**src/rtl/useq_pkg.sv**
```systemverilog
package useq_pkg;

  // Condition codes selected by the 4-bit field of a micro-instruction
  typedef enum logic [3:0] {
    C_ALWAYS  = 4'd0,
    C_REP     = 4'd1,
    C_NREP    = 4'd2,
    C_ZXP     = 4'd3,
    C_OPB     = 4'd4,
    C_CNT_NZ  = 4'd5,
    C_CNT_Z   = 4'd6,
    C_INT     = 4'd7,
    C_ZF      = 4'd8,
    C_NZF     = 4'd9,
    C_NOPB    = 4'd10,
    C_NINT    = 4'd11,
    C_NZXP    = 4'd12,
    C_RSV13   = 4'd13,
    C_RSV14   = 4'd14,
    C_NEVER   = 4'd15
  } cond_e;

  // Flags gathered from the latches for evaluation
  typedef struct packed {
    logic rep_act;
    logic rep_var;
    logic opc_bit;
    logic cnt_zero;
    logic int_ok;
    logic zf;
  } cond_flags_t;

endpackage

```
**src/rtl/useq_prefix_latch.sv**
```systemverilog
module useq_prefix_latch #(
  parameter int PFX_W   = 8,
  parameter int VAR_BIT = 0
) (
  input  logic             clk,
  input  logic             rst,
  input  logic             pfx_strobe,
  input  logic             pfx_rep,
  input  logic [PFX_W-1:0] pfx_byte,
  input  logic             instr_end,
  input  logic             opcode_load,
  output logic             rep_act,
  output logic             rep_var,
  output logic             int_hold
);

  logic unused_pfx_bits;
  assign unused_pfx_bits = ^pfx_byte;

  always_ff @(posedge clk) begin
    if (rst) begin
      rep_act  <= 1'b0;
      rep_var  <= 1'b0;
      int_hold <= 1'b0;
    end else begin
      if (pfx_strobe && pfx_rep) begin
        rep_act <= 1'b1;
        rep_var <= pfx_byte[VAR_BIT];
      end else if (instr_end) begin
        rep_act <= 1'b0;
        rep_var <= 1'b0;
      end
      if (pfx_strobe) begin
        int_hold <= 1'b1;
      end else if (opcode_load) begin
        int_hold <= 1'b0;
      end
    end
  end

  p_rep_set_r3: assert property (@(posedge clk) disable iff (rst)
    (pfx_strobe && pfx_rep) |=> (rep_act && rep_var == $past(pfx_byte[VAR_BIT])));

  p_end_clear_r4: assert property (@(posedge clk) disable iff (rst)
    (instr_end && !pfx_strobe) |=> (!rep_act && !rep_var));

  p_nonrep_keep_r4: assert property (@(posedge clk) disable iff (rst)
    (pfx_strobe && !pfx_rep && !instr_end) |=> ($stable(rep_act) && $stable(rep_var)));

  p_int_hold_r7: assert property (@(posedge clk) disable iff (rst)
    pfx_strobe |=> int_hold);

endmodule

```
**src/rtl/useq_status_latch.sv**
```systemverilog
module useq_status_latch #(
  parameter int OPC_W   = 8,
  parameter int OPC_BIT = 3,
  parameter int DATA_W  = 16
) (
  input  logic              clk,
  input  logic              rst,
  input  logic              opcode_load,
  input  logic [OPC_W-1:0]  opcode_byte,
  input  logic              alu_res_we,
  input  logic [DATA_W-1:0] alu_res,
  output logic              opc_bit,
  output logic              cnt_zero
);

  logic [OPC_W-1:0] opc_q;
  logic             res_is_zero;

  assign res_is_zero = (alu_res == '0);
  assign opc_bit     = opc_q[OPC_BIT];

  logic unused_opc_bits;
  assign unused_opc_bits = ^opc_q;

  always_ff @(posedge clk) begin
    if (rst) begin
      opc_q    <= '0;
      cnt_zero <= 1'b1;
    end else begin
      if (opcode_load) opc_q    <= opcode_byte;
      if (alu_res_we)  cnt_zero <= res_is_zero;
    end
  end

  p_zero_keep_r6: assert property (@(posedge clk) disable iff (rst)
    !alu_res_we |=> $stable(cnt_zero));

  p_opc_keep_r5: assert property (@(posedge clk) disable iff (rst)
    !opcode_load |=> $stable(opc_bit));

endmodule

```
**src/rtl/useq_cond_eval.sv**
```systemverilog
module useq_cond_eval
  import useq_pkg::*;
(
  input  logic        [3:0] cond_sel,
  input  cond_flags_t       flags,
  output logic              cond_true
);

  cond_e sel;
  logic  zxp;

  assign sel = cond_e'(cond_sel);
  assign zxp = flags.zf ^ flags.rep_var;

  always_comb begin
    case (sel)
      C_ALWAYS: cond_true = 1'b1;
      C_REP:    cond_true = flags.rep_act;
      C_NREP:   cond_true = !flags.rep_act;
      C_ZXP:    cond_true = zxp;
      C_OPB:    cond_true = flags.opc_bit;
      C_CNT_NZ: cond_true = !flags.cnt_zero;
      C_CNT_Z:  cond_true = flags.cnt_zero;
      C_INT:    cond_true = flags.int_ok;
      C_ZF:     cond_true = flags.zf;
      C_NZF:    cond_true = !flags.zf;
      C_NOPB:   cond_true = !flags.opc_bit;
      C_NINT:   cond_true = !flags.int_ok;
      C_NZXP:   cond_true = !zxp;
      default:  cond_true = 1'b0;
    endcase
  end

endmodule

```
**src/rtl/useq_addr_reg.sv**
```systemverilog
module useq_addr_reg #(
  parameter int UADDR_W = 9
) (
  input  logic               clk,
  input  logic               rst,
  input  logic               seq_en,
  input  logic               entry_load,
  input  logic [UADDR_W-1:0] entry_addr,
  input  logic               jump_en,
  input  logic               call_en,
  input  logic               ret_en,
  input  logic               cond_true,
  input  logic [UADDR_W-1:0] jump_target,
  output logic [UADDR_W-1:0] upc,
  output logic               taken
);

  localparam logic [UADDR_W-1:0] STEP = UADDR_W'(1);

  logic [UADDR_W-1:0] ret_q;
  logic [UADDR_W-1:0] seq_nxt;
  logic               do_jump;

  assign seq_nxt = upc + STEP;
  assign do_jump = jump_en && cond_true;

  always_ff @(posedge clk) begin
    if (rst) begin
      upc   <= '0;
      ret_q <= '0;
      taken <= 1'b0;
    end else begin
      taken <= 1'b0;
      if (seq_en) begin
        if (entry_load) begin
          upc <= entry_addr;
        end else if (ret_en) begin
          upc <= ret_q;
        end else if (do_jump) begin
          upc   <= jump_target;
          taken <= 1'b1;
          if (call_en) ret_q <= seq_nxt;
        end else begin
          upc <= seq_nxt;
        end
      end
    end
  end

  p_hold_r10: assert property (@(posedge clk) disable iff (rst)
    !seq_en |=> ($stable(upc) && !taken));

  p_seq_r8: assert property (@(posedge clk) disable iff (rst)
    (seq_en && !entry_load && !ret_en && !(jump_en && cond_true))
      |=> (upc == $past(upc) + STEP && !taken));

  p_call_r9: assert property (@(posedge clk) disable iff (rst)
    (seq_en && !entry_load && !ret_en && jump_en && call_en && cond_true)
      |=> (ret_q == $past(upc) + STEP));

  p_entry_r11: assert property (@(posedge clk) disable iff (rst)
    (seq_en && entry_load) |=> (upc == $past(entry_addr) && !taken));

endmodule

```
**src/rtl/useq_cond_seq.sv**
```systemverilog
module useq_cond_seq
  import useq_pkg::*;
#(
  parameter int UADDR_W = 9,
  parameter int DATA_W  = 16,
  parameter int BYTE_W  = 8,
  parameter int OPC_BIT = 3,
  parameter int VAR_BIT = 0
) (
  input  logic               clk,
  input  logic               rst,
  input  logic               seq_en,
  input  logic               entry_load,
  input  logic [UADDR_W-1:0] entry_addr,
  input  logic [3:0]         cond_sel,
  input  logic               jump_en,
  input  logic               call_en,
  input  logic               ret_en,
  input  logic [UADDR_W-1:0] jump_target,
  input  logic               pfx_strobe,
  input  logic               pfx_rep,
  input  logic [BYTE_W-1:0]  pfx_byte,
  input  logic               instr_end,
  input  logic               opcode_load,
  input  logic [BYTE_W-1:0]  opcode_byte,
  input  logic               alu_res_we,
  input  logic [DATA_W-1:0]  alu_res,
  input  logic               zf,
  input  logic               int_pending,
  output logic [UADDR_W-1:0] upc,
  output logic               cond_taken
);

  logic        rep_act, rep_var, int_hold;
  logic        opc_bit, cnt_zero;
  logic        cond_true;
  cond_flags_t flags;

  useq_prefix_latch #(
    .PFX_W   (BYTE_W),
    .VAR_BIT (VAR_BIT)
  ) u_pfx (
    .clk         (clk),
    .rst         (rst),
    .pfx_strobe  (pfx_strobe),
    .pfx_rep     (pfx_rep),
    .pfx_byte    (pfx_byte),
    .instr_end   (instr_end),
    .opcode_load (opcode_load),
    .rep_act     (rep_act),
    .rep_var     (rep_var),
    .int_hold    (int_hold)
  );

  useq_status_latch #(
    .OPC_W   (BYTE_W),
    .OPC_BIT (OPC_BIT),
    .DATA_W  (DATA_W)
  ) u_stat (
    .clk         (clk),
    .rst         (rst),
    .opcode_load (opcode_load),
    .opcode_byte (opcode_byte),
    .alu_res_we  (alu_res_we),
    .alu_res     (alu_res),
    .opc_bit     (opc_bit),
    .cnt_zero    (cnt_zero)
  );

  assign flags = '{rep_act:  rep_act,
                   rep_var:  rep_var,
                   opc_bit:  opc_bit,
                   cnt_zero: cnt_zero,
                   int_ok:   int_pending && !int_hold,
                   zf:       zf};

  useq_cond_eval u_eval (
    .cond_sel  (cond_sel),
    .flags     (flags),
    .cond_true (cond_true)
  );

  useq_addr_reg #(
    .UADDR_W (UADDR_W)
  ) u_addr (
    .clk         (clk),
    .rst         (rst),
    .seq_en      (seq_en),
    .entry_load  (entry_load),
    .entry_addr  (entry_addr),
    .jump_en     (jump_en),
    .call_en     (call_en),
    .ret_en      (ret_en),
    .cond_true   (cond_true),
    .jump_target (jump_target),
    .upc         (upc),
    .taken       (cond_taken)
  );

  p_never_r12: assert property (@(posedge clk) disable iff (rst)
    (seq_en && jump_en && cond_sel >= 4'd13) |=> !cond_taken);

  p_always_r2: assert property (@(posedge clk) disable iff (rst)
    (seq_en && !entry_load && !ret_en && jump_en && cond_sel == 4'd0)
      |=> (cond_taken && upc == $past(jump_target)));

endmodule

```
**config.mk**
```make
export PLATFORM = sky130hd
export DESIGN_NAME = useq_cond_seq
export DESIGN_NICKNAME = d
export VERILOG_FILES = /design/src/rtl/useq_pkg.sv /design/src/rtl/useq_prefix_latch.sv /design/src/rtl/useq_status_latch.sv /design/src/rtl/useq_cond_eval.sv /design/src/rtl/useq_addr_reg.sv /design/src/rtl/useq_cond_seq.sv
export SDC_FILE = /design/constraint.sdc
export NUM_CORES = 1
export LEC_CHECK = 0
export ABC_AREA = 1
export BUFFER_PORTS_ARGS = -buffer_cell sky130_fd_sc_hd__buf_4
export CAP_MARGIN = 10
export CORE_MARGIN = 2
export CORE_UTILIZATION = 48
export DETAILED_ROUTE_END_ITERATION = 8
export GPL_TIMING_DRIVEN = 1
export PLACE_DENSITY = 0.86
export SKIP_CTS_REPAIR_TIMING = 1
export SYNTH_ARGS = -nofsm -noshare
export SYNTH_HDL_FRONTEND = slang
export SYNTH_HIERARCHICAL = 1
export SYNTH_SLANG_ARGS = --single-unit
```
**constraint.sdc**
```tcl
create_clock -name clk -period 3.3 [get_ports clk]
set_input_delay 0.165 -clock clk [delete_from_list [all_inputs] [get_ports clk]]
set_output_delay 0.165 -clock clk [all_outputs]
set_load 0.05 [all_outputs]
```
Word-level counts from Yosys, hierarchy flattened. Cells that the tools add are included.

Bits of input ports: 68. Logic and storage cells: 51. Output and inout bits: 10. Flip-flop bits (word level): 27.

$add $sub $neg: 1. Bitwise gates (word level): 4. Reductions and logical operators: 16. Multiplexer cells: 10. Equality and inequality tests: 12.

Operators with widths (number): two-way mux 9 bit (3); equality test 4 bit (second input constant) (5); equality test 4 x 3 -> 1 bit (second input constant) (4); zero test 16 bit (1); one-hot mux 1 bit (13 select lines) (1); adder 9 x 1 -> 9 bit (second input constant) (1); equality test 4 x 2 -> 1 bit (second input constant) (2); zero test 1 bit (7); two-way mux 1 bit (6); AND reduction 5 bit (1); equality test 4 x 1 -> 1 bit (second input constant) (1); zero test 4 bit (1); nonzero test 2 bit (2); OR reduction 4 bit (1); logical AND 1 bit (3); inverter 1 bit (3); XOR 1 bit (1).

Longest topological paths before layout. Gate-level depths: netlist of run 1.

Word-level depth: 8. Mapped depth: 16. Mapped depth without buffers: 15.

Hierarchy. Netlist of run 1, hierarchy kept.

By module, submodules not included: useq_addr_reg (area each 1147.4 um2, times used 1, cells an instance 179); useq_cond_eval (area each 219.0 um2, times used 1, cells an instance 51); useq_status_latch (area each 133.9 um2, times used 1, cells an instance 24); useq_prefix_latch (area each 123.9 um2, times used 1, cells an instance 19); useq_cond_seq (area each 10.0 um2, times used 1, cells an instance 2).

Worst setup path before layout of run 1. Ideal clock, no wire load.

Kind: register -> register. Start: reg u_addr.upc[0]. End: reg u_addr.upc[6]. Setup slack: 1560 ps. Stages on the path, launching flop included: 9. Arrival: 1623 ps. Path through: dfxtp_1 -> ha_1 -> nand3_1 -> o21ai_0 -> nand3_1 -> nand2_1 -> nand2_1 -> nand2_1 -> a21oi_1.

Cells in the longest elaborated chain, start to end: 4.

RTL lines: from (decl) (RTL line useq_addr_reg.sv:14) `output logic [UADDR_W-1:0] upc,`; from (signal assigned) (RTL line useq_addr_reg.sv:36) `upc <= entry_addr;`; from (signal assigned) (RTL line useq_addr_reg.sv:38) `upc <= ret_q;`; from (signal assigned) (RTL line useq_addr_reg.sv:40) `upc <= jump_target;`; adder 9 x 1 -> 9 bit (RTL line useq_addr_reg.sv:24) `assign seq_nxt = upc + STEP;`; two-way mux 9 bit (RTL line useq_addr_reg.sv:39) `end else if (do_jump) begin`; two-way mux 9 bit (RTL line useq_addr_reg.sv:37) `end else if (ret_en) begin`; two-way mux 9 bit (RTL line useq_addr_reg.sv:35) `if (entry_load) begin`.

No other way between the ends. A chain may end at the register's enable or synchronous reset.

Final worst setup path of run 1.
Start: reg u_stat.opc_q[3]. End: reg u_addr.ret_q[8].

Cells in the longest elaborated chain, start to end: 4.

RTL lines: from (decl) (RTL line useq_status_latch.sv:16) `logic [OPC_W-1:0] opc_q;`; from (signal assigned) (RTL line useq_status_latch.sv:30) `if (opcode_load) opc_q <= opcode_byte;`; zero test 1 bit (RTL line useq_cond_eval.sv:27) `C_NOPB: cond_true = !flags.opc_bit;`; one-hot mux 1 bit (13 select lines) (*) (RTL line useq_cond_eval.sv:16) `case (sel)`; named net cond_true (RTL line useq_cond_seq.sv:36) `logic cond_true;`; logical AND 1 bit (*) (RTL line useq_addr_reg.sv:25) `assign do_jump = jump_en && cond_true;`; AND reduction 5 bit (no source line) (*); to (signal assigned) (RTL line useq_addr_reg.sv:42) `if (call_en) ret_q <= seq_nxt;`; to (decl) (RTL line useq_addr_reg.sv:20) `logic [UADDR_W-1:0] ret_q;`.

Mark *: on every way through the listed nets, which the timed path passes. The rest lies on a longest branch.

==> results.py, run 1 <==
metrics = {
    "outcome": {
        "outcome": "complete, no violations",
    },
    "routing": {
        "finalWirelength_um": 4140,
        "routed_via_density": 4.94,
        "first_iter_violations": 103,
        "avgRoutedWirePerCell_um": 10.9,
        "drc": 0,
        "postRouteAntennaNets": 0,
        "vias": 1877,
        "drtPass1Iterations": 4,
    },
    "cts": {
        "clk_pin_slew_worst_paths_ps": 130,
        "cts-root-buf": "clkbuf_4",
        "cts_buffer_depth": 2,
        "cts_tree": "done",
        "htree_levels": 1,
        "clk_latency_ps": 320,
        "clock-sinks": 24,
        "numCtsBuffers": 3,
    },
    "synthesis": {
        "synth.top_cell.area_share_pct": 29.4,
        "syn_area_per_cell_sq_um": 5.94,
        "synth_ff_type": "dfxtp_1",
        "async_flop_share_pct": 0,
        "syn_inst": 275,
        "ys_seq_area_share_pct": 29.4,
        "syn-num-nets": 344,
        "ys_warn_count": 6,
        "synthTopCellsByArea": "dfxtp_1 29%, nand2_1 16%, nor2_1 12%",
        "mappedNetlistArea_sq_um": 1630,
        "synth_edf_count": 0,
        "ys_types": 30,
        "synth.largest_area_cell": "dfxtp_1",
        "synth-seq-cells": 24,
    },
    "global_route": {
        "grt_pass1_wl_um": 6980,
        "gr-total-overflow": 0,
        "antenna_found_initial": 0,
        "grt_pass1_vias": 1728,
        "grt_max_degree": 19,
        "grtUsageTotal_pct": 21.5,
    },
    "layout": {
        "layout-drive-gt1-share_pct": 22.8,
        "fin_nets": 404,
        "area.growth.synth_to_final_pct": 31.5,
        "diodes": 0,
        "nFillCells": 318,
    },
    "power_and_ir_drop": {
        "power_mw": 0.673,
        "cellLeakagePower_nw": 1.11,
        "powerDensity_nw_per_um2": 313,
        "vdd.ir_drop.worst_v": 0.000181,
    },
    "place": {
        "hpwl_um": 3100,
        "gp_congestion": 0.808,
        "port_buffers": 63,
    },
    "floorplanning": {
        "dieWidth_um": 62.3,
        "dieArea_sq_um": 3890,
        "io_pins": 78,
        "row_count": 21,
        "core_sq_um": 3310,
        "fp.dieH_um": 62.3,
        "start_util_pct": 49.4,
    },
    "job": {
        "max_cap_viol_count": 0,
    },
    "sta": {
        "rsz0062_at_grt": "false",
        "worst_pin_slew_ps": 421,
        "fin_crit_sh_pct": 59.3,
        "setup_viol": 0,
        "min_period_ps": 1960,
        "fmax_mhz": 511,
        "timing.setup.tns_ps": 0,
        "slew_violations": 0,
        "slew_headroom_pct": 71.9,
        "skew_ps": 12.0,
        "hold_viol_final": 0,
    },
    "worst_setup_path": {
        "crit_path_start_kind": "register",
        "worstSetupEndpointType": "register",
        "crit_arrival_ps": 2170,
        "critical_path_class": "reg -> reg",
        "crit_path_max_fanout": 18,
        "required_ps": 3520,
    },
    "min_path": {
        "hold_class": "in -> reg",
    },
}
[worst paths after layout]
kind / from / end / slack [ps] / depth (start not counted)
setup / recovery: u_stat/opc_q[3] / u_addr/ret_q[8] / 1340 / 13
hold / removal: pfx_strobe / u_pfx/int_hold / 80 / 3
setup reg to reg: u_stat/opc_q[3] / u_addr/ret_q[8] / 1340 / 13
hold reg to reg: u_pfx/rep_act / u_pfx/rep_act / 500 / 2
[synth_stat cells (2+ instances only)]
cell type / n
nand2_1: 68
nor2_1: 53
inv_1: 35
dfxtp_1: 24
nand3_1: 22
a21oi_1: 21
o21ai_0: 17
o211ai_1: 5
xor2_1: 4
buf_2: 3
buf_6: 2
clkbuf_1: 2
or2_2: 2
[worst max-delay path, cell delays in order (launching register included)]
cell	delay (ps)
dfxtp_1	390
inv_1	60
nand3_1	70
nand2_1	50
nand2_1	50
nand2_1	40
nor2_1	110
nand2_1	80
nand2_2	280
inv_1	150
nand4_4	100
clkinv_2	190
o211ai_1	230
inv_1	50
[metrics by stage]
stage          util (%)  std cells  setup WS [ps]  hold WS, ps  area (sq um)
6_report           64.9        380           1340         76.8          2150
2_1_floorplan         -        275           1560          234          1630
4_1_cts            64.9        380           1330         65.3          2150
5_1_grt            64.9        380           1120         68.5          2150
3_3_place_gp       63.8        376           1390          390          2110
3_5_place_dp       63.8        376           1340          396          2110
[area by class of cell]
| cell class | count | area [sq um] | area share [%] |
|---|---|---|---|
| repair buffers | 63 | 473 | 22.0 |
| inverters | 38 | 144 | 6.70 |
| clock buffers | 4 | 36.3 | 1.69 |
| flip-flops and latches | 24 | 480 | 22.4 |
| multi-input cells | 205 | 957 | 44.6 |
| well taps | 46 | 57.6 | 2.68 |
[routing by layer]
metal	GRT usage [%]	vias to the layer above	share of wire, %
met4	7.78	0	1.6
met3	2.54	10	5.4
met1	25.5	824	43
met2	39.8	57	50
met5	0	-	0
li1	-	986	-
[state kept, by name, indices dropped and copies added, names as in the netlist]
register,flops
u_pfx/int_hold,1
u_addr/taken,1
u_addr/upc,9
u_pfx/rep_var,1
u_pfx/rep_act,1
u_stat/opc_q,1
u_addr/ret_q,9
u_stat/cnt_zero,1
[where the power goes]
group	internal, mW	switching [mW]	total [mW]
Sequential	0.303	0.0157	0.319
Clock	0.0674	0.0892	0.157
Combinational	0.0864	0.112	0.198
Total	0.457	0.217	0.673
[kinds of logic (layout without fill, tap and decap cells)]
| logic type | count (synthesis) | in the layout | synth area share (%) |
|---|---|---|---|
| buffers and inverters | 46 | 105 | 12.0 |
| AND/OR/NAND/NOR | 152 | 152 | 39.1 |
| flip-flops | 24 | 24 | 29.4 |
| multiplexers | 1 | 1 | 0.613 |
| XOR/XNOR | 5 | 5 | 2.68 |
| AO/OA/AOI/OAI | 46 | 46 | 15.4 |
| adder cells (fa/ha/maj) | 1 | 1 | 0.766 |
[cell usage in the layout, fill, tap and decap left out, types with 2 or more instances in the layout]
cell type  count
nand2_1       68
clkbuf_4       3
inv_1         35
o21ai_0       17
o211ai_1       5
buf_4         63
or2_2          2
dfxtp_1       24
a21oi_1       21
nand3_1       22
xor2_1         4
nor2_1        53
No activity file was read; power rests on OpenSTA's default activity.
==> run 2: changes to the inputs <==
--- a/config.mk
+++ b/config.mk
@@ -9,10 +9,10 @@
 export BUFFER_PORTS_ARGS = -buffer_cell sky130_fd_sc_hd__buf_4
 export CAP_MARGIN = 10
 export CORE_MARGIN = 2
-export CORE_UTILIZATION = 48
+export CORE_UTILIZATION = 46
 export DETAILED_ROUTE_END_ITERATION = 8
 export GPL_TIMING_DRIVEN = 1
-export PLACE_DENSITY = 0.86
+export PLACE_DENSITY = 0.84
 export SKIP_CTS_REPAIR_TIMING = 1
 export SYNTH_ARGS = -nofsm -noshare
 export SYNTH_HDL_FRONTEND = slang
==> constraint.sdc (replaced) <==
create_clock -name clk -period 1.9 [get_ports clk]
set_input_delay 0.095 -clock clk [delete_from_list [all_inputs] [get_ports clk]]
set_output_delay 0.095 -clock clk [all_outputs]
set_load 0.05 [all_outputs]
==> run 2 against run 1 <==
Against the previous run: hold slack got worse by 64 ps; clock-buffer cell count fell by 1; power rose by 69%; die area rose by 4.1%; sequential power rose by 74%; global-route usage rose by 0.78 points; largest power group unchanged; highest routed layer unchanged.
==> results.py, run 2 (same netlist as run 1, synthesis figures left out) <==
metrics = {
    "worst_setup_path": {
        "cp_common_cell": "nand2_1",
        "crit_path_max_fanout": 16,
        "r2r_end": "u_addr/ret_q[6]",
        "cp_slowest_stage_delay_ps": 420,
        "rrSetupSlack_ps": 220,
        "r2r_start": "u_pfx/rep_var",
        "critical_path_class": "reg -> reg",
        "worstSetupEndpointType": "register",
        "path_cells": "xor2_1 > nand2_1 > nand2_1 > nor2_1 > nand2_1 > nand2_2 > inv_1 > nand4_4 > inv_4 > nand3_1 > o211ai_1 > inv_1",
        "crit_slowest_cell": "dfxtp_1",
        "crit_arrival_ps": 1910,
        "crit_path_start_kind": "register",
        "r2r_cells": 12,
        "required_ps": 2130,
    },
    "sta": {
        "min_period_ps": 1680,
        "fin_ws_ps": 222,
        "fin_crit_sh_pct": 88.3,
        "holdWs_ps": 13.2,
        "slew_headroom_pct": 70.9,
        "worst_pin_slew_ps": 436,
        "skew_ps": 3.74,
        "rsz0062_at_grt": "false",
        "fmax_mhz": 596,
        "timing.setup.tns_ps": 0,
        "setup_viol": 0,
        "hold_viol_final": 0,
        "slew_violations": 0,
    },
    "min_path": {
        "min_to": "u_pfx/int_hold",
        "hold_start": "pfx_strobe",
        "hold_class": "in -> reg",
        "hold_path_depth": 3,
    },
    "place": {
        "port_buffers": 63,
        "gp_congestion": 0.782,
        "dp_slack_ps": 223,
        "dpl-instance-area_sq_um": 2120,
        "hpwl_um": 3160,
        "dp.cells": 377,
    },
    "routing": {
        "drtPass1Iterations": 4,
        "first_iter_violations": 70,
        "postRouteAntennaNets": 0,
        "drc": 0,
        "avgRoutedWirePerCell_um": 11.2,
        "routed_via_density": 4.85,
        "vias": 1846,
        "finalWirelength_um": 4260,
    },
    "layout": {
        "fin_area_sq_um": 2160,
        "reg_top3": "u_addr/ret_q x9, u_addr/upc x9",
        "final_cells": 381,
        "seqCellArea_sq_um": 480,
        "final_cell_mix": "68 x nand2_1, 63 x buf_4, 53 x nor2_1, 35 x inv_1, 24 x dfxtp_1",
        "multi_input_comb_area_sq_um": 957,
        "area.growth.synth_to_final_pct": 32.0,
        "fin_nets": 406,
        "nFillCells": 339,
        "layout-drive-gt1-share_pct": 22.7,
        "diodes": 0,
        "layout_commonest_cell": "nand2_1",
    },
    "cts": {
        "cts-root-buf": "clkbuf_4",
        "clk_latency_ps": 320,
        "cts_tree": "done",
        "cts_buffer_depth": 2,
        "numCtsBuffers": 3,
        "clk_pin_slew_worst_paths_ps": 130,
        "htree_levels": 1,
        "clock-sinks": 24,
    },
    "power_and_ir_drop": {
        "vdd.ir_drop.worst_v": 0.000404,
        "powerDensity_nw_per_um2": 528,
        "cellLeakagePower_nw": 1.11,
    },
    "floorplanning": {
        "dieArea_sq_um": 4040,
        "row_count": 21,
        "core_sq_um": 3360,
        "fp.dieH_um": 63.6,
        "start_util_pct": 48.6,
        "dieWidth_um": 63.6,
        "io_pins": 78,
    },
    "global_route": {
        "grt_pass1_vias": 1786,
        "gr-total-overflow": 0,
        "grtUsageMet2_pct": 40.3,
        "grt_util_met1_pct": 27.1,
        "grt_max_degree": 18,
        "grt_pass1_wl_um": 7400,
        "antenna_found_initial": 0,
        "met3_usage_pct": 4.46,
        "top_usage_layer": "met2",
        "grtUsageTotal_pct": 22.3,
    },
    "outcome": {
        "outcome": "complete, no violations",
    },
    "job": {
        "max_cap_viol_count": 0,
    },
}
## run 2: layer usage
| layer | share of wire, % | vias to the layer above |
|---|---|---|
| met5 | 0 | - |
| met4 | 0.38 | 0 |
| met3 | 4.9 | 3 |
| met2 | 50 | 46 |
| met1 | 44 | 804 |
| li1 | - | 993 |
## run 2: worst max-delay path by stage
stage / to / cells after the start / slack, ps / startpoint
CTS: u_addr/ret_q[8] / 13 / 210 / u_stat/opc_q[3]
floorplan: u_addr/upc[6] / 8 / 160 / u_addr/upc[0]
global route: u_addr/upc[5] / 15 / 30 / u_stat/opc_q[3]
finish: u_addr/ret_q[6] / 12 / 220 / u_pfx/rep_var
detailed placement: u_addr/ret_q[0] / 13 / 220 / u_stat/opc_q[3]
global placement: u_addr/ret_q[8] / 13 / 270 / u_stat/opc_q[3]
## run 2: power breakdown
| part | internal (mW) | switching [mW] | leakage (nW) | total [mW] |
|---|---|---|---|---|
| registers | 0.526 | 0.0275 | 0.197 | 0.554 |
| logic | 0.155 | 0.198 | 0.903 | 0.353 |
| clock network | 0.0745 | 0.158 | 0.0138 | 0.232 |
| total | 0.756 | 0.383 | 1.11 | 1.14 |
## run 2: area by class of cell
cell class              instances  share of cell area, %
flip-flops and latches         24                   22.3
multi-input cells             205                   44.4
repair buffers                 65                   22.9
inverters                      38                   6.73
well taps                      46                   2.67
clock buffers                   3                   1.04
## run 2: per-stage QoR
| step | power (mW) | util (%) |
|---|---|---|
| detailed placement | 0.911 | 63.0 |
| floorplan | 0.762 | - |
| CTS | 1.13 | 63.7 |
| finish | 1.14 | 64.1 |
| global placement | 0.904 | 63.0 |
| global route | 1.20 | 64.1 |
## run 2: critical path: cells and delay by family (launching register included)
family	cells	cell delay [ps]
AND/OR/NAND/NOR	7	510
flip-flops	1	420
buffers and inverters	3	390
XOR/XNOR	1	160
AO/OA/AOI/OAI	1	100
==> run 3: changes to the inputs <==
--- a/config.mk
+++ b/config.mk
@@ -5,7 +5,6 @@
 export SDC_FILE = /design/constraint.sdc
 export NUM_CORES = 1
 export LEC_CHECK = 0
-export ABC_AREA = 1
 export BUFFER_PORTS_ARGS = -buffer_cell sky130_fd_sc_hd__buf_4
 export CAP_MARGIN = 10
 export CORE_MARGIN = 2
==> run 3 against run 2 <==
Against the previous run: the flow now finishes with violations (setup timing); final cell count down 21%; synthesized cell count down 32%; synthesized area down 4.5%; maximum frequency down 19%; sequential share of layout area down 0.59 points; combinational power up 6.5%; wire length down 1.2%; setup slack worse by 400 ps; cell area up 3.8%; critical path type unchanged; critical endpoint is now u_addr/upc[7]; largest cell class unchanged.
==> results.py, run 3 <==
metrics = {
    "layout": {
        "fin_nets": 325,
        "layout-drive-gt1-share_pct": 41.3,
        "seqCellArea_sq_um": 485,
        "fin_area_sq_um": 2240,
        "nFillCells": 288,
        "final_cells": 300,
        "multi_input_comb_area_sq_um": 1070,
        "area.growth.synth_to_final_pct": 43.5,
        "reg_top3": "u_addr/ret_q x9, u_addr/upc x9",
        "final_core_util_pct": 68.2,
        "layout_commonest_cell": "buf_4",
        "diodes": 0,
        "final_cell_mix": "69 x buf_4, 20 x nor2_1, 20 x dfxtp_1, 12 x nand2_1, 10 x inv_1",
    },
    "power_and_ir_drop": {
        "cellLeakagePower_nw": 0.894,
        "powerDensity_nw_per_um2": 516,
        "vdd.ir_drop.worst_v": 0.000291,
        "power_mw": 1.15,
    },
    "routing": {
        "drtPass1Iterations": 4,
        "met3_wirelength_um": 325,
        "first_iter_violations": 124,
        "wl_met1_um": 1680,
        "routed_via_density": 5.65,
        "drc": 0,
        "route.met2.wl_um": 2180,
        "finalWirelength_um": 4210,
        "vias": 1694,
        "avgRoutedWirePerCell_um": 14.0,
        "postRouteAntennaNets": 0,
        "top_layer": "met4",
    },
    "worst_setup_path": {
        "r2r_end": "u_addr/upc[7]",
        "crit_arrival_ps": 2280,
        "cp_common_cell": "nor3b_1",
        "path_cells": "nor3b_1 > a21oi_1 > nor3b_1 > or4_4 > and2_4 > and3_4 > o31ai_1 > o21ai_1",
        "critical_path_class": "reg -> reg",
        "critPathBufInv": 0,
        "r2r_cells": 8,
        "r2r_start": "u_stat/opc_q[3]",
        "worstSetupEndpointType": "register",
        "required_ps": 2110,
        "rrSetupSlack_ps": -180,
        "path_delay_family": "simple AND/OR/NAND/NOR gates",
        "crit_path_max_fanout": 6,
        "cp_slowest_stage_delay_ps": 610,
        "crit_path_start_kind": "register",
        "crit_slowest_cell": "or4_4",
    },
    "synthesis": {
        "synthTopCellsByArea": "dfxtp_1 31%, nor2_1 5.1%, a211oi_1 3.8%",
        "ys_seq_area_share_pct": 30.8,
        "syn-num-nets": 256,
        "synth-seq-cells": 24,
        "syn_inst": 187,
        "syn_area_per_cell_sq_um": 8.34,
        "async_flop_share_pct": 0,
        "synth.largest_area_cell": "dfxtp_1",
        "synth.top_cell.area_share_pct": 30.8,
        "yosysMostFrequentCell": "dfxtp_1",
        "synth_edf_count": 0,
        "synthTopCellsByCount": "24 x dfxtp_1, 21 x nor2_1, 12 x nand2_1",
        "mappedNetlistArea_sq_um": 1560,
        "synth_ff_type": "dfxtp_1",
        "ys_types": 57,
        "ys_warn_count": 6,
    },
    "outcome": {
        "violations": "setup timing",
        "outcome": "finished with violations",
    },
    "min_path": {
        "hold_path_depth": 3,
        "hold_start": "pfx_strobe",
        "min_to": "u_pfx/int_hold",
        "hold_class": "in -> reg",
    },
    "floorplanning": {
        "fp.dieH_um": 62.2,
        "dieArea_sq_um": 3870,
        "row_count": 21,
        "core_sq_um": 3280,
        "io_pins": 78,
        "dieWidth_um": 62.2,
        "start_util_pct": 47.5,
    },
    "cts": {
        "cts-root-buf": "clkbuf_4",
        "clk_pin_slew_worst_paths_ps": 130,
        "cts_tree": "done",
        "numCtsBuffers": 3,
        "clk_latency_ps": 310,
        "cts_buffer_depth": 2,
        "clock-sinks": 24,
        "htree_levels": 1,
    },
    "sta": {
        "rsz0062_at_grt": "true",
        "slew_violations": 0,
        "min_period_ps": 2080,
        "fin_crit_sh_pct": 109,
        "setup_viol": 17,
        "hold_viol_final": 0,
        "worst_pin_slew_ps": 351,
        "fin_ws_ps": -176,
        "slew_headroom_pct": 76.6,
        "fmax_mhz": 482,
        "skew_ps": 0.603,
    },
    "global_route": {
        "grt_pass1_vias": 1572,
        "grt_max_degree": 25,
        "gr-total-overflow": 0,
        "grtUsageTotal_pct": 21.9,
        "antenna_found_initial": 0,
        "grt_pass1_wl_um": 6960,
    },
    "job": {
        "max_cap_viol_count": 0,
    },
    "place": {
        "dpl-instance-area_sq_um": 2120,
        "hpwl_um": 3150,
        "port_buffers": 63,
        "dp.cells": 293,
        "dp_slack_ps": -124,
        "gp_congestion": 0.864,
    },
}
run 3: cell types whose count changed after synthesis, sizes merged, moves of 6 or more:
cell,previous run,this run
nand3,22,5
o21ai,18,4
nor2,55,21
nor2b,0,6
a211oi,0,12
inv,36,10
a21oi,21,10
nand2,69,14
run 3: worst max path at each step:
| stage | depth (start not counted) | slack (ps) | start | endpoint |
|---|---|---|---|---|
| after floorplan | 8 | -30 | u_pfx/rep_var | u_addr/upc[7] |
| after global placement | 8 | -100 | u_pfx/rep_var | u_addr/upc[4] |
| after detailed placement | 8 | -120 | u_pfx/rep_var | u_addr/upc[6] |
| after CTS | 8 | -170 | u_pfx/rep_var | u_addr/upc[4] |
| after global routing | 8 | -280 | u_pfx/rep_var | u_addr/upc[0] |
| final | 8 | -180 | u_stat/opc_q[3] | u_addr/upc[7] |
run 3: per-stage QoR:
step	hold WS [ps]	TNS (ps)
after floorplan	157	-38.4
final	14.1	-1320
after global routing	12.8	-3280
after global placement	286	-803
after detailed placement	292	-1130
after CTS	-58.0	-2050
run 3: final cells by class:
| type | count | share of cell area, % |
|---|---|---|
| inverter | 11 | 1.84 |
| tap | 46 | 2.57 |
| clock buffer | 3 | 1.01 |
| multi-input combinational | 144 | 48.0 |
| sequential | 24 | 21.7 |
| timing repair buffer | 72 | 24.9 |
run 3: logic make-up after synthesis:
| group | count (synthesis) | share of synthesized area, % |
|---|---|---|
| flip-flops | 24 | 30.8 |
| AO/OA/AOI/OAI | 52 | 26.6 |
| XOR/XNOR | 8 | 4.49 |
| AND/OR/NAND/NOR | 81 | 30.7 |
| buffers and inverters | 19 | 5.29 |
| adder cells (fa/ha/maj) | 1 | 0.802 |
| multiplexers | 2 | 1.28 |
run 3: worst reg2reg max path, delay by kind of cell (launching register included):
family,cells,cell delay [ps]
AND/OR/NAND/NOR,5,1140
flip-flops,1,410
AO/OA/AOI/OAI,3,430
run 3: routing by layer:
layer	vias to the layer above	track usage, %
met5	-	0
met4	0	5.83
met3	2	5.07
met2	62	38.7
met1	800	26.6
li1	830	-
run 3: where the power goes:
group | internal, mW | switching, mW
sequential | 0.527 | 0.0291
clock | 0.0740 | 0.150
combinational | 0.181 | 0.194
